$ cat src/rtl/gpio_strobe_pkg.sv
package gpio_strobe_pkg;
  localparam int unsigned DW = 32;
  localparam int unsigned AW = 6;

  typedef enum logic [AW-1:0] {
    OFS_LEVEL = 6'h00,
    OFS_DIR   = 6'h04,
    OFS_SET   = 6'h08,
    OFS_CLR   = 6'h0C,
    OFS_RISE  = 6'h10,
    OFS_FALL  = 6'h14,
    OFS_EDGE  = 6'h18,
    OFS_AUX   = 6'h20
  } ofs_e;

  typedef struct packed {
    logic wr_dir;
    logic wr_aux;
    logic set_stb;
    logic clr_stb;
  } wr_dec_t;
endpackage

$ cat src/rtl/gpio_wr_decode.sv
module gpio_wr_decode
  import gpio_strobe_pkg::*;
#(
  parameter int unsigned ADDR_W = AW
) (
  input  logic [ADDR_W-1:0] addr,
  input  logic              wr_en,
  output wr_dec_t           dec
);
  always_comb begin
    dec = '0;
    if (wr_en) begin
      unique case (addr)
        OFS_DIR: dec.wr_dir  = 1'b1;
        OFS_AUX: dec.wr_aux  = 1'b1;
        OFS_SET: dec.set_stb = 1'b1;
        OFS_CLR: dec.clr_stb = 1'b1;
        default: dec = '0;
      endcase
    end
  end
endmodule

$ cat src/rtl/gpio_level_reg.sv
module gpio_level_reg #(
  parameter int unsigned WIDTH = 32
) (
  input  logic             clk,
  input  logic             rst_n,
  input  logic             set_stb,
  input  logic             clr_stb,
  input  logic [WIDTH-1:0] mask,
  input  logic [WIDTH-1:0] dir,
  output logic [WIDTH-1:0] level,
  output logic             err
);
  logic             overlap;
  logic             level_en;
  logic [WIDTH-1:0] level_nxt;
  logic             err_nxt;

  assign overlap = |(mask & dir);

  always_comb begin
    level_en  = (set_stb | clr_stb) & overlap;
    level_nxt = level;
    if (set_stb)      level_nxt = level | mask;
    else if (clr_stb) level_nxt = level & ~mask;
    err_nxt   = (set_stb | clr_stb) & ~overlap;
  end

  always_ff @(posedge clk or negedge rst_n) begin
    if (!rst_n) begin
      level <= '0;
      err   <= 1'b0;
    end else begin
      if (level_en) level <= level_nxt;
      err <= err_nxt;
    end
  end

  p_reject_keeps_r6: assert property (@(posedge clk) disable iff (!rst_n)
    ((set_stb | clr_stb) && ((mask & dir) == '0)) |=> ($stable(level) && err));

  p_set_applies_r4: assert property (@(posedge clk) disable iff (!rst_n)
    (set_stb && ((mask & dir) != '0)) |=> ((level & $past(mask)) == $past(mask)));

  p_clr_applies_r5: assert property (@(posedge clk) disable iff (!rst_n)
    (clr_stb && ((mask & dir) != '0)) |=> ((level & $past(mask)) == '0));

  p_err_pulse_r6: assert property (@(posedge clk) disable iff (!rst_n)
    (!set_stb && !clr_stb) |=> !err);
endmodule

$ cat src/rtl/gpio_read_mux.sv
module gpio_read_mux
  import gpio_strobe_pkg::*;
#(
  parameter int unsigned WIDTH  = DW,
  parameter int unsigned ADDR_W = AW
) (
  input  logic              clk,
  input  logic              rst_n,
  input  logic              rd_en,
  input  logic [ADDR_W-1:0] addr,
  input  logic [WIDTH-1:0]  level,
  input  logic [WIDTH-1:0]  dir,
  input  logic [WIDTH-1:0]  aux,
  output logic [WIDTH-1:0]  rd_data
);
  logic [WIDTH-1:0] rd_nxt;

  always_comb begin
    unique case (addr)
      OFS_LEVEL: rd_nxt = level;
      OFS_DIR:   rd_nxt = dir;
      OFS_AUX:   rd_nxt = aux;
      default:   rd_nxt = '0;
    endcase
  end

  always_ff @(posedge clk or negedge rst_n) begin
    if (!rst_n)     rd_data <= '0;
    else if (rd_en) rd_data <= rd_nxt;
  end

  p_rd_hold_r2: assert property (@(posedge clk) disable iff (!rst_n)
    !rd_en |=> $stable(rd_data));

  p_rd_unmapped_r2: assert property (@(posedge clk) disable iff (!rst_n)
    (rd_en && addr != OFS_LEVEL && addr != OFS_DIR && addr != OFS_AUX)
      |=> (rd_data == '0));
endmodule

$ cat src/rtl/gpio_strobe_bank.sv
module gpio_strobe_bank
  import gpio_strobe_pkg::*;
#(
  parameter int unsigned WIDTH  = DW,
  parameter int unsigned ADDR_W = AW
) (
  input  logic              clk,
  input  logic              rst_n,
  input  logic [ADDR_W-1:0] addr,
  input  logic              wr_en,
  input  logic [WIDTH-1:0]  wr_data,
  input  logic              rd_en,
  output logic [WIDTH-1:0]  rd_data,
  output logic [WIDTH-1:0]  pin_out,
  output logic [WIDTH-1:0]  pin_oe,
  output logic              strobe_err
);
  wr_dec_t          dec;
  logic [WIDTH-1:0] dir_q, dir_nxt;
  logic [WIDTH-1:0] aux_q, aux_nxt;
  logic [WIDTH-1:0] level_q;

  gpio_wr_decode #(.ADDR_W(ADDR_W)) u_dec (
    .addr(addr), .wr_en(wr_en), .dec(dec)
  );

  always_comb begin
    dir_nxt = dec.wr_dir ? wr_data : dir_q;
    aux_nxt = dec.wr_aux ? wr_data : aux_q;
  end

  always_ff @(posedge clk or negedge rst_n) begin
    if (!rst_n) begin
      dir_q <= '0;
      aux_q <= '0;
    end else begin
      dir_q <= dir_nxt;
      aux_q <= aux_nxt;
    end
  end

  gpio_level_reg #(.WIDTH(WIDTH)) u_lvl (
    .clk(clk), .rst_n(rst_n),
    .set_stb(dec.set_stb), .clr_stb(dec.clr_stb),
    .mask(wr_data), .dir(dir_q),
    .level(level_q), .err(strobe_err)
  );

  gpio_read_mux #(.WIDTH(WIDTH), .ADDR_W(ADDR_W)) u_rd (
    .clk(clk), .rst_n(rst_n), .rd_en(rd_en), .addr(addr),
    .level(level_q), .dir(dir_q), .aux(aux_q), .rd_data(rd_data)
  );

  assign pin_out = level_q;
  assign pin_oe  = dir_q;

  p_dir_write_r3: assert property (@(posedge clk) disable iff (!rst_n)
    (wr_en && addr == OFS_DIR) |=> (pin_oe == $past(wr_data)));

  p_edge_ignored_r7: assert property (@(posedge clk) disable iff (!rst_n)
    (wr_en && (addr == OFS_RISE || addr == OFS_FALL || addr == OFS_EDGE))
      |=> ($stable(pin_out) && $stable(pin_oe) && !strobe_err));
endmodule

$ cat config.mk
export PLATFORM = sky130hd
export DESIGN_NAME = gpio_strobe_bank
export DESIGN_NICKNAME = d
export VERILOG_FILES = /design/src/rtl/gpio_strobe_pkg.sv /design/src/rtl/gpio_wr_decode.sv /design/src/rtl/gpio_level_reg.sv /design/src/rtl/gpio_read_mux.sv /design/src/rtl/gpio_strobe_bank.sv
export SDC_FILE = /design/constraint.sdc
export NUM_CORES = 1
export LEC_CHECK = 0
export BUFFER_PORTS_ARGS = -buffer_cell sky130_fd_sc_hd__buf_2
export CORE_ASPECT_RATIO = 1.5
export CORE_UTILIZATION = 45
export DETAILED_ROUTE_END_ITERATION = 16
export PLACE_DENSITY = 0.78
export SYNTH_ARGS = -nofsm -noshare
export SYNTH_HDL_FRONTEND = slang
export SYNTH_SLANG_ARGS = --single-unit
$ cat constraint.sdc
create_clock -name clk -period 3.3 [get_ports clk]
set_input_delay 0.165 -clock clk [delete_from_list [all_inputs] [get_ports clk]]
set_output_delay 0.165 -clock clk [all_outputs]
set_load 0.02 [all_outputs]
==> results.tsv <==
stage	metric	value	unit
worst_setup_path	Crit. End Element	flip-flop	
hold_path	Hold WC Path Type	in -> reg	
grt	antenna violations before repair	0	
sta	maximum clock rate	451	MHz
detailed_routing	WL final	16600	um
grt	Overall Global Routing Usage	24.4	%
final_layout	Final #Nets	721	
final_layout	Layout area overhead	22.1	%
final_layout	layout cells sized above 1	35.0	%
floorplan	die area	0.0140	mm2
cts	CTS buffer count	17	
detailed_routing	Final ANT Viol Nets	0	
placed_design	I/O Buffers	138	
sta	Worst Max-Slew Pin Slew	1.13	ns
floorplan	Initial Utilization	46.6	%
detailed_routing	Avg Vias per Cell	5.54	
synthesis	synthesized instance count	551	
detailed_routing	WL per Instance	19.6	um
detailed_routing	vias	4708	
sta	clock period minus final worst setup slack	2.22	ns
floorplan	core area	0.0131	mm2
worst_setup_path	worst reg2reg setup slack	1.08	ns
final_layout	fillers	1049	
floorplan	DIE HEIGHT	145	um
detailed_routing	drt first-iter violations	311	
synthesis	Post-Syn Area	0.00609	mm2
grt	remaining global-route overflow	0	
final_layout	register area	0.00323	mm2
detailed_routing	DRC viols	0	
floorplan	I/O pins	139	
final_layout	diode count	0	
sta	Final Hold Fails	0	
cts	CTS clk-pin slew, worst paths	0.05	ns
grt	vias in the first global route	4888	
sta	Tcrit/Tclk final	67.2	%
floorplan	FP Rows	51	
worst_setup_path	Crit path required time	3.55	ns
floorplan	Die X	97.0	um
cts	CTS max path bufs	2	
worst_setup_path	critical path data arrival time	2.47	ns
synthesis	syn nets	593	
sta	Setup Skew	0.0121	ns
worst_setup_path	Crit Path Max Fanout	20	
sta	Setup-failing EPs final	0	
sta	RSZ-0062 raised after global routing	false	
cts	clk_lat worst skew	0.41	ns
final_layout	most common cell after layout, fill and taps aside	buf_2	
synthesis	warnings from Yosys	0	
sta	TNS Setup	0	ns
run_status	status	complete, no violations	
cts	TritonCTS clock tree	done	
power	maximum VDD drop	363	uV
placed_design	DPL Wire Length	10900	um
worst_setup_path	crit path launch type	flip-flop	
grt	pin count of the biggest net entering global routing	66	
sta	slew margin rel.	24.4	%
cts	H-tree Lvls	4	
cts	post_cts resized	0	
placed_design	Place WS	1.13	ns
synthesis	Yosys cell types	21	
worst_setup_path	crit path kind	reg -> reg	
final_layout	most frequent cells in the layout	buf_2, dfrtp_1, a21oi_1, nor2_1, mux2i_1	
cts	clock root buffer	clkbuf_16	
final_layout	multi-input logic area	0.00255	mm2
sta	Final WS setup	1.08	ns
synthesis	Seq/Total Area, Yosys	53.0	%
power	P per Cell Area	618	mW/mm2
detailed_routing	first-pass detailed-route iteration total	4	
synthesis	Avg Cell Area, Syn	11.1	um2
grt	first-pass GRT wire length	26400	um
cts	CTS sink cnt	129	
sta	Slew Limit Fails	0	
synthesis	Yosys reg bits	129	
flow_run	Max Cap Viol	0	
power	leakage	0.00381	uW
placed_design	final weighted congestion in routability-driven placement	0.833	
## worst max-delay path, stage by stage, from the launching register on
cell     delay [ns]
dfrtp_1        0.41
a22oi_1        0.30
nand2_1        0.15
nor3_4         0.53
buf_4          0.36
a21oi_1        0.14
mux2i_1        0.16
## logic make-up after synthesis
logic type	after synthesis	synth area share (%)
mux	128	24.2
buf+inv	70	5.38
flops	129	53.0
compound gates	112	9.85
simple gates	112	7.62
## worst paths after layout
kind / from / endpoint / cells after the start
min: wr_data[23] / aux_q[23] / 2
max in group asynchronous: rst_n / u_rd.rd_data[30] / 3
min in group asynchronous: rst_n / pin_oe[4] / 2
max: pin_oe[6] / flip-flop / 6
max reg2reg: pin_oe[6] / flip-flop / 6
min reg2reg: aux_q[28] / aux_q[28] / 1
## final cells by class
type	count	share of cell area (%)
sequential	129	43.4
clock buffer	26	6.98
multi-input combinational	352	34.2
timing repair buffer	147	10.5
clock inverter	5	0.672
inverter	32	1.61
tap	159	2.67
## stage by stage
stage / cells / total power [uW] / area, um2 / hold slack (ns) / util, %
global route: 850 / 4790 / 7440 / 0.0357 / 56.9
CTS: 850 / 4630 / 7440 / 0.0317 / 56.9
detailed placement: 818 / 2830 / 6860 / 0.199 / 52.5
global placement: 818 / 2800 / 6860 / 0.190 / 52.5
floorplan: 551 / 2460 / 6090 / -0.131 / -
finish: 850 / 4600 / 7440 / 0.0396 / 56.9
## Yosys cell counts, drive strengths merged
cell    number  area (um2)
dfrtp      129        3230
a21oi       96         480
nor2        66         248
mux2        64         833
mux2i       64         641
nand2       36         143
inv         32         120
buf         28         170
a22oi       16         120
clkbuf      10        37.5
nand4        4        25.0
and3         2        12.5
nor3         2        15.0
and3b        1        8.76
nor4         1        12.5
## routing by layer
metal | share of wire [%] | GRT usage, % | vias up
met5 | 0 | 0 | -
met4 | 2.9 | 11.7 | 0
met3 | 5.6 | 5.46 | 28
met2 | 52 | 40.8 | 190
met1 | 40 | 29.8 | 2344
li1 | - | - | 2146
## power by group
part | leakage [uW] | internal, uW | total, uW | switching, uW
logic | 0.00196 | 332 | 881 | 549
registers | 0.00157 | 1770 | 1930 | 158
clock network | 0.000286 | 1150 | 1790 | 645
## repair_timing
item,in CTS,in global routing
endpoints found under the hold margin,64,0
hold buffers,1,0
setup endpoints to repair,0,0
buffers inserted,0,0
Note: power is estimated with default switching activity, not from simulation.
